===== src/rtl/pwr_wake_pkg.sv =====
package pwr_wake_pkg;

    typedef enum logic [2:0] {
        PM_SETTLE  = 3'd0,
        PM_SLOW    = 3'd1,
        PM_RESTART = 3'd2,
        PM_RUN     = 3'd3,
        PM_SLEEP   = 3'd4
    } pm_state_e;

endpackage


===== src/rtl/pwr_wake_sync.sv =====
module pwr_wake_sync #(
    parameter int LINES = 4
) (
    input  logic             clk,
    input  logic             rst_n,
    input  logic [LINES-1:0] async_in,
    output logic [LINES-1:0] sync_out
);

    for (genvar gi = 0; gi < LINES; gi++) begin : g_line
        logic meta_q;
        logic stab_q;

        always_ff @(posedge clk or negedge rst_n) begin
            if (!rst_n) begin
                meta_q <= 1'b0;
                stab_q <= 1'b0;
            end else begin
                meta_q <= async_in[gi];
                stab_q <= meta_q;
            end
        end

        assign sync_out[gi] = stab_q;
    end

endmodule


===== src/rtl/pwr_wake_timer.sv =====
module pwr_wake_timer #(
    parameter int TMR_W = 16
) (
    input  logic             clk,
    input  logic             rst_n,
    input  logic             load,
    input  logic [TMR_W-1:0] load_val,
    input  logic             run,
    output logic             expire
);

    typedef struct packed {
        logic [TMR_W-1:0] cnt;
        logic             armed;
    } tmr_t;

    tmr_t tmr_d, tmr_q;

    always_comb begin
        tmr_d  = tmr_q;
        expire = run && tmr_q.armed && (tmr_q.cnt == TMR_W'(1));
        if (load) begin
            tmr_d.cnt   = load_val;
            tmr_d.armed = |load_val;
        end else if (run && tmr_q.armed) begin
            if (tmr_q.cnt == TMR_W'(1)) begin
                tmr_d.armed = 1'b0;
            end else begin
                tmr_d.cnt = tmr_q.cnt - TMR_W'(1);
            end
        end
    end

    always_ff @(posedge clk or negedge rst_n) begin
        if (!rst_n) begin
            tmr_q <= '0;
        end else begin
            tmr_q <= tmr_d;
        end
    end

endmodule


===== src/rtl/pwr_wake_ctrl.sv =====
module pwr_wake_ctrl
    import pwr_wake_pkg::*;
#(
    parameter int SETTLE_CYC  = 1024,
    parameter int RESTART_CYC = 16,
    parameter int WAKE_LINES  = 4,
    parameter int TMR_W       = 16
) (
    input  logic                  clk,
    input  logic                  rst_n,
    input  logic                  ref_switch_req,
    input  logic                  pde_set,
    input  logic [TMR_W-1:0]      wake_tmr_load,
    input  logic [WAKE_LINES-1:0] wake_in,
    input  logic [WAKE_LINES-1:0] wake_mask,
    input  logic [WAKE_LINES:0]   cause_clr,
    output logic                  slow_clk_en,
    output logic                  ref_clk_en,
    output logic                  ref_ready,
    output logic                  clk_out_en,
    output logic                  pde,
    output logic [WAKE_LINES:0]   wake_cause
);

    localparam int CNT_MAX = (SETTLE_CYC > RESTART_CYC) ? SETTLE_CYC : RESTART_CYC;
    localparam int CNT_W   = $clog2(CNT_MAX + 1);
    localparam int CAUSE_W = WAKE_LINES + 1;

    typedef struct packed {
        pm_state_e          state;
        logic [CNT_W-1:0]   cnt;
        logic [CAUSE_W-1:0] cause;
    } seq_t;

    seq_t seq_d, seq_q;

    logic [WAKE_LINES-1:0] wake_sync;
    logic [WAKE_LINES-1:0] ext_hit;
    logic                  tmr_load;
    logic                  tmr_run;
    logic                  tmr_expire;
    logic [CAUSE_W-1:0]    new_cause;

    pwr_wake_sync #(
        .LINES (WAKE_LINES)
    ) u_sync (
        .clk      (clk),
        .rst_n    (rst_n),
        .async_in (wake_in),
        .sync_out (wake_sync)
    );

    assign tmr_run = (seq_q.state == PM_SLEEP);

    pwr_wake_timer #(
        .TMR_W (TMR_W)
    ) u_timer (
        .clk      (clk),
        .rst_n    (rst_n),
        .load     (tmr_load),
        .load_val (wake_tmr_load),
        .run      (tmr_run),
        .expire   (tmr_expire)
    );

    assign ext_hit = wake_sync & wake_mask;

    always_comb begin
        seq_d     = seq_q;
        tmr_load  = 1'b0;
        new_cause = '0;
        unique case (seq_q.state)
            PM_SETTLE: begin
                if (seq_q.cnt == '0) begin
                    seq_d.state = PM_SLOW;
                end else begin
                    seq_d.cnt = seq_q.cnt - CNT_W'(1);
                end
            end
            PM_SLOW: begin
                if (ref_switch_req) begin
                    seq_d.state = PM_RESTART;
                    seq_d.cnt   = CNT_W'(RESTART_CYC - 1);
                end
            end
            PM_RESTART: begin
                if (seq_q.cnt == '0) begin
                    seq_d.state = PM_RUN;
                end else begin
                    seq_d.cnt = seq_q.cnt - CNT_W'(1);
                end
            end
            PM_RUN: begin
                if (pde_set) begin
                    seq_d.state = PM_SLEEP;
                    tmr_load    = 1'b1;
                end
            end
            PM_SLEEP: begin
                if (tmr_expire || (|ext_hit)) begin
                    seq_d.state = PM_RESTART;
                    seq_d.cnt   = CNT_W'(RESTART_CYC - 1);
                    new_cause   = {ext_hit, tmr_expire};
                end
            end
            default: begin
                seq_d.state = PM_SETTLE;
                seq_d.cnt   = CNT_W'(SETTLE_CYC - 1);
            end
        endcase
        seq_d.cause = (seq_q.cause & ~cause_clr) | new_cause;
    end

    always_ff @(posedge clk or negedge rst_n) begin
        if (!rst_n) begin
            seq_q.state <= PM_SETTLE;
            seq_q.cnt   <= CNT_W'(SETTLE_CYC - 1);
            seq_q.cause <= '0;
        end else begin
            seq_q <= seq_d;
        end
    end

    assign slow_clk_en = (seq_q.state != PM_SETTLE);
    assign ref_clk_en  = (seq_q.state == PM_RESTART) || (seq_q.state == PM_RUN);
    assign ref_ready   = (seq_q.state == PM_RUN);
    assign clk_out_en  = (seq_q.state == PM_RUN);
    assign pde         = (seq_q.state == PM_SLEEP);
    assign wake_cause  = seq_q.cause;

endmodule


===== config.mk =====
export PLATFORM = sky130hd
export DESIGN_NAME = pwr_wake_ctrl
export DESIGN_NICKNAME = d
export VERILOG_FILES = /design/src/rtl/pwr_wake_pkg.sv /design/src/rtl/pwr_wake_sync.sv /design/src/rtl/pwr_wake_timer.sv /design/src/rtl/pwr_wake_ctrl.sv
export SDC_FILE = /design/constraint.sdc
export NUM_CORES = 1
export LEC_CHECK = 0
export ABC_AREA = 1
export BUFFER_PORTS_ARGS = -buffer_cell sky130_fd_sc_hd__buf_2
export CELL_PAD_IN_SITES_DETAIL_PLACEMENT = 1
export CELL_PAD_IN_SITES_GLOBAL_PLACEMENT = 1
export CORE_MARGIN = 3
export CORE_UTILIZATION = 45
export CTS_CLUSTER_SIZE = 25
export DETAILED_ROUTE_END_ITERATION = 10
export GPL_TIMING_DRIVEN = 0
export PLACE_DENSITY_LB_ADDON = 0.08
export SYNTH_ARGS = -nofsm -noshare
export SYNTH_HDL_FRONTEND = slang
export SYNTH_SLANG_ARGS = --single-unit

===== constraint.sdc =====
create_clock -name clk -period 3.1 [get_ports clk]
set_clock_uncertainty 0.1 [all_clocks]
set_input_delay 0.31 -clock clk [delete_from_list [all_inputs] [get_ports clk]]
set_output_delay 0.31 -clock clk [all_outputs]
set_load 0.005 [all_outputs]

==> reports/metrics.yaml <==
final_cell_area_mm2: 0.00308
netlist_instances: 342
gp_congestion: 0.829
yosys_warnings: 0
ios: 43
die_y_um: 82.8
postRouteAntennaNets: 0
grt_pass1_wl_um: 12200
yosysTopAreaCellShare_pct: 32.0
regToRegEndpoint: "seq_q[17]"
max_freq_mhz: 516
setup_viol: 0
post-route-util_pct: 55.0
powerDensity_mw_per_mm2: 737
setup_tns_ns: 0
drtPass1Iterations: 4
reg2reg_slack_ns: 1.16
rows: 27
seqCellArea_mm2: 0.00111
worstRegToRegCells: 9
drt_iter0_drc: 70
nNetsFinal: 429
antenna_found_initial: 0
syn_nets: 378
cts_max_level: 2
slew_violations: 0
rsz0062_at_grt: "no"
grt_usage_pct: 21.7
via_per_inst: 5.16
max_slew_margin_pct: 31.1
grt_max_degree: 45
placed_area_mm2: 0.00296
min_path_cells: 1
cts-buffers-inserted: 5
placed_cells: 456
dieArea_mm2: 0.00686
port_buffers: 42
max_cap_violations: 0
multi_input_area_mm2: 0.00135
initial_utilization_pct: 47.3
synth.area.top_cells: "dfrtp_1, nand2_1, dfstp_2, nand3_1, nor2_1"
clock_tree.buffer_depth: 2
nFillCells: 746
drc: 0
path_clk_slew_ns: 0.09
leakage_nw: 1.49
syn_to_final_growth_pct: 16.1
start_kind: "flop"
holdWs_ns: 0.0131
tightest_slew_ns: 1.03
cp.arrival_ns: 2.02
outcome: "finished, final reports clean"
layout-drive-gt1-share_pct: 24.9
cp.required_ns: 3.18
fin_crit_ns: 1.94
synth_top_area_cell: "dfrtp_1"
crit_path_end: "seq_q[17]"
path_max_fanout: 5
overflow: 0
fin_crit_sh_pct: 62.5
place_hpwl_um: 5240
synth_area_per_cell_um2: 7.76
coreArea_mm2: 0.00561
layout.cells.non_filler: 466
synth_cell_types: 31
hold_viol: 0
worstReg2RegStart: "seq_q[5]"
cp-end-kind: "flop"
clock_latency_ns: 0.30
die_x_um: 82.8
cts_setup_buffers: 0
ys_ff_latch: 44
cts.sinks: 44
seq_area_frac_synth_pct: 41.9
synth_area_mm2: 0.00266
criticalPathCategory: "reg2reg"
antennaDiodeCount: 0
routed_wl_um: 6980
vias: 2404
vdd_drop_max_uv: 379
cts_tree: "yes"
hp-class: "in2reg"
min_from: "wake_in[0]"
grt_pass1_vias: 2565
wl_per_cell_um: 15.0
critPathLaunch: "seq_q[5]"
cts_root_buf: "clkbuf_8"
layout by cell type (no fill, tap or decap):
master and instances:
nand2_1 117, o22ai_1 4, ha_1 3, or2_2 1
clkbuf_1 1, nor2_2 2, xor2_1 7, nor3_1 1
nand3b_1 2, nor2_4 6, dfstp_2 10, inv_2 2
clkinv_2 2, nor4_1 4, buf_6 2, nand2_4 6
nor2_8 1, nor2_1 32, buf_2 46, o21ai_0 3
bufinv_16 1, dlygate4sd3_1 2, xnor2_1 8, clkbuf_8 5
nand2_2 4, buf_4 6, o211ai_1 5, and2_2 1
a21oi_1 1, nand4_1 4, inv_1 25, nand3_1 43
dfrtp_1 34, nand3_2 1, nand3_4 2
Yosys cell counts:
cell type,instances
nor2_4,6
nand3_2,1
nor2_8,1
xnor2_1,8
nand3_4,2
nand3_1,43
nand4_1,4
nand2_1,117
ha_1,3
nor4_1,4
xor2_1,7
inv_2,2
nor2_1,32
clkinv_2,1
dfrtp_1,34
and2_2,1
dfstp_2,10
nand2_4,6
buf_6,2
nand3b_1,2
buf_2,4
nand2_2,4
nor2_2,2
o21ai_0,3
o22ai_1,4
buf_4,6
inv_1,25
or2_2,1
nor3_1,1
o211ai_1,5
a21oi_1,1
how the worst min path moves through the flow:
stage | to | slack, ns
final | u_sync.g_line[0].meta_q | 0.01
after global routing | u_sync.g_line[0].meta_q | 0.0002
after CTS | u_sync.g_line[1].meta_q | 0.005
after detailed placement | u_sync.g_line[0].stab_q | 0.24
after global placement | u_sync.g_line[2].stab_q | 0.23
after floorplan | seq_q[15] | -0.09
routing by layer:
layer | up-vias | wire length (um) | track usage [%]
met2 | 41 | 3640 | 39.1
met4 | 0 | 100 | 6.54
met5 | - | 0 | 0
met1 | 1169 | 2990 | 26.0
met3 | 10 | 258 | 4.27
li1 | 1184 | - | -
timing repair:
action                                 4_1_cts  5_1_grt
gates resized for setup                      0        0
endpoints found under the hold margin        0        2
hold buffers                                 0        2
sequential cells by signal (all words and copies together), names as in the netlist:
| signal | count |
|---|---|
| u_timer.tmr_q | 17 |
| seq_q | 14 |
| wake_cause | 5 |
| u_sync.g_line.meta_q | 4 |
| u_sync.g_line.stab_q | 4 |
worst max-delay path: stages, from the launching register on:
cell,delay [ns]
dfstp_2,0.39
inv_1,0.15
ha_1,0.25
nand2_1,0.14
nor2_4,0.21
nand2_1,0.11
a21oi_1,0.19
nand3_1,0.11
nand2_1,0.09
nand2_1,0.08
logic make-up after synthesis:
logic type,Yosys count,share of synthesized area (%)
AOI/OAI and AO/OA,13,3.11
and+or+nand+nor,227,41.3
xor gates and xnor gates,15,4.95
buffers and inverters,40,7.30
DFF,44,41.9
adders and majority gates,3,1.41
area by class of cell:
cell class	count	share of cell area [%]
clock inverter	2	1.14
tap	72	2.92
sequential	44	36.1
timing repair buffer	44	7.47
buffer	12	2.84
multi-input combinational	258	43.7
inverter	28	3.45
clock buffer	6	2.35
where the power goes:
part | switching (mW) | internal [mW] | total (mW)
combinational | 0.454 | 0.341 | 0.795
clock | 0.210 | 0.240 | 0.450
sequential | 0.220 | 0.809 | 1.03
stage by stage:
| stage | setup WS, ns | total power [mW] |
|---|---|---|
| CTS | 1.15 | 2.29 |
| finish | 1.16 | 2.27 |
| global placement | 1.30 | 1.77 |
| global route | 0.963 | 2.48 |
| detailed placement | 1.20 | 1.83 |
| floorplan | 1.45 | 1.60 |
Note: power is estimated with default switching activity, not from simulation.
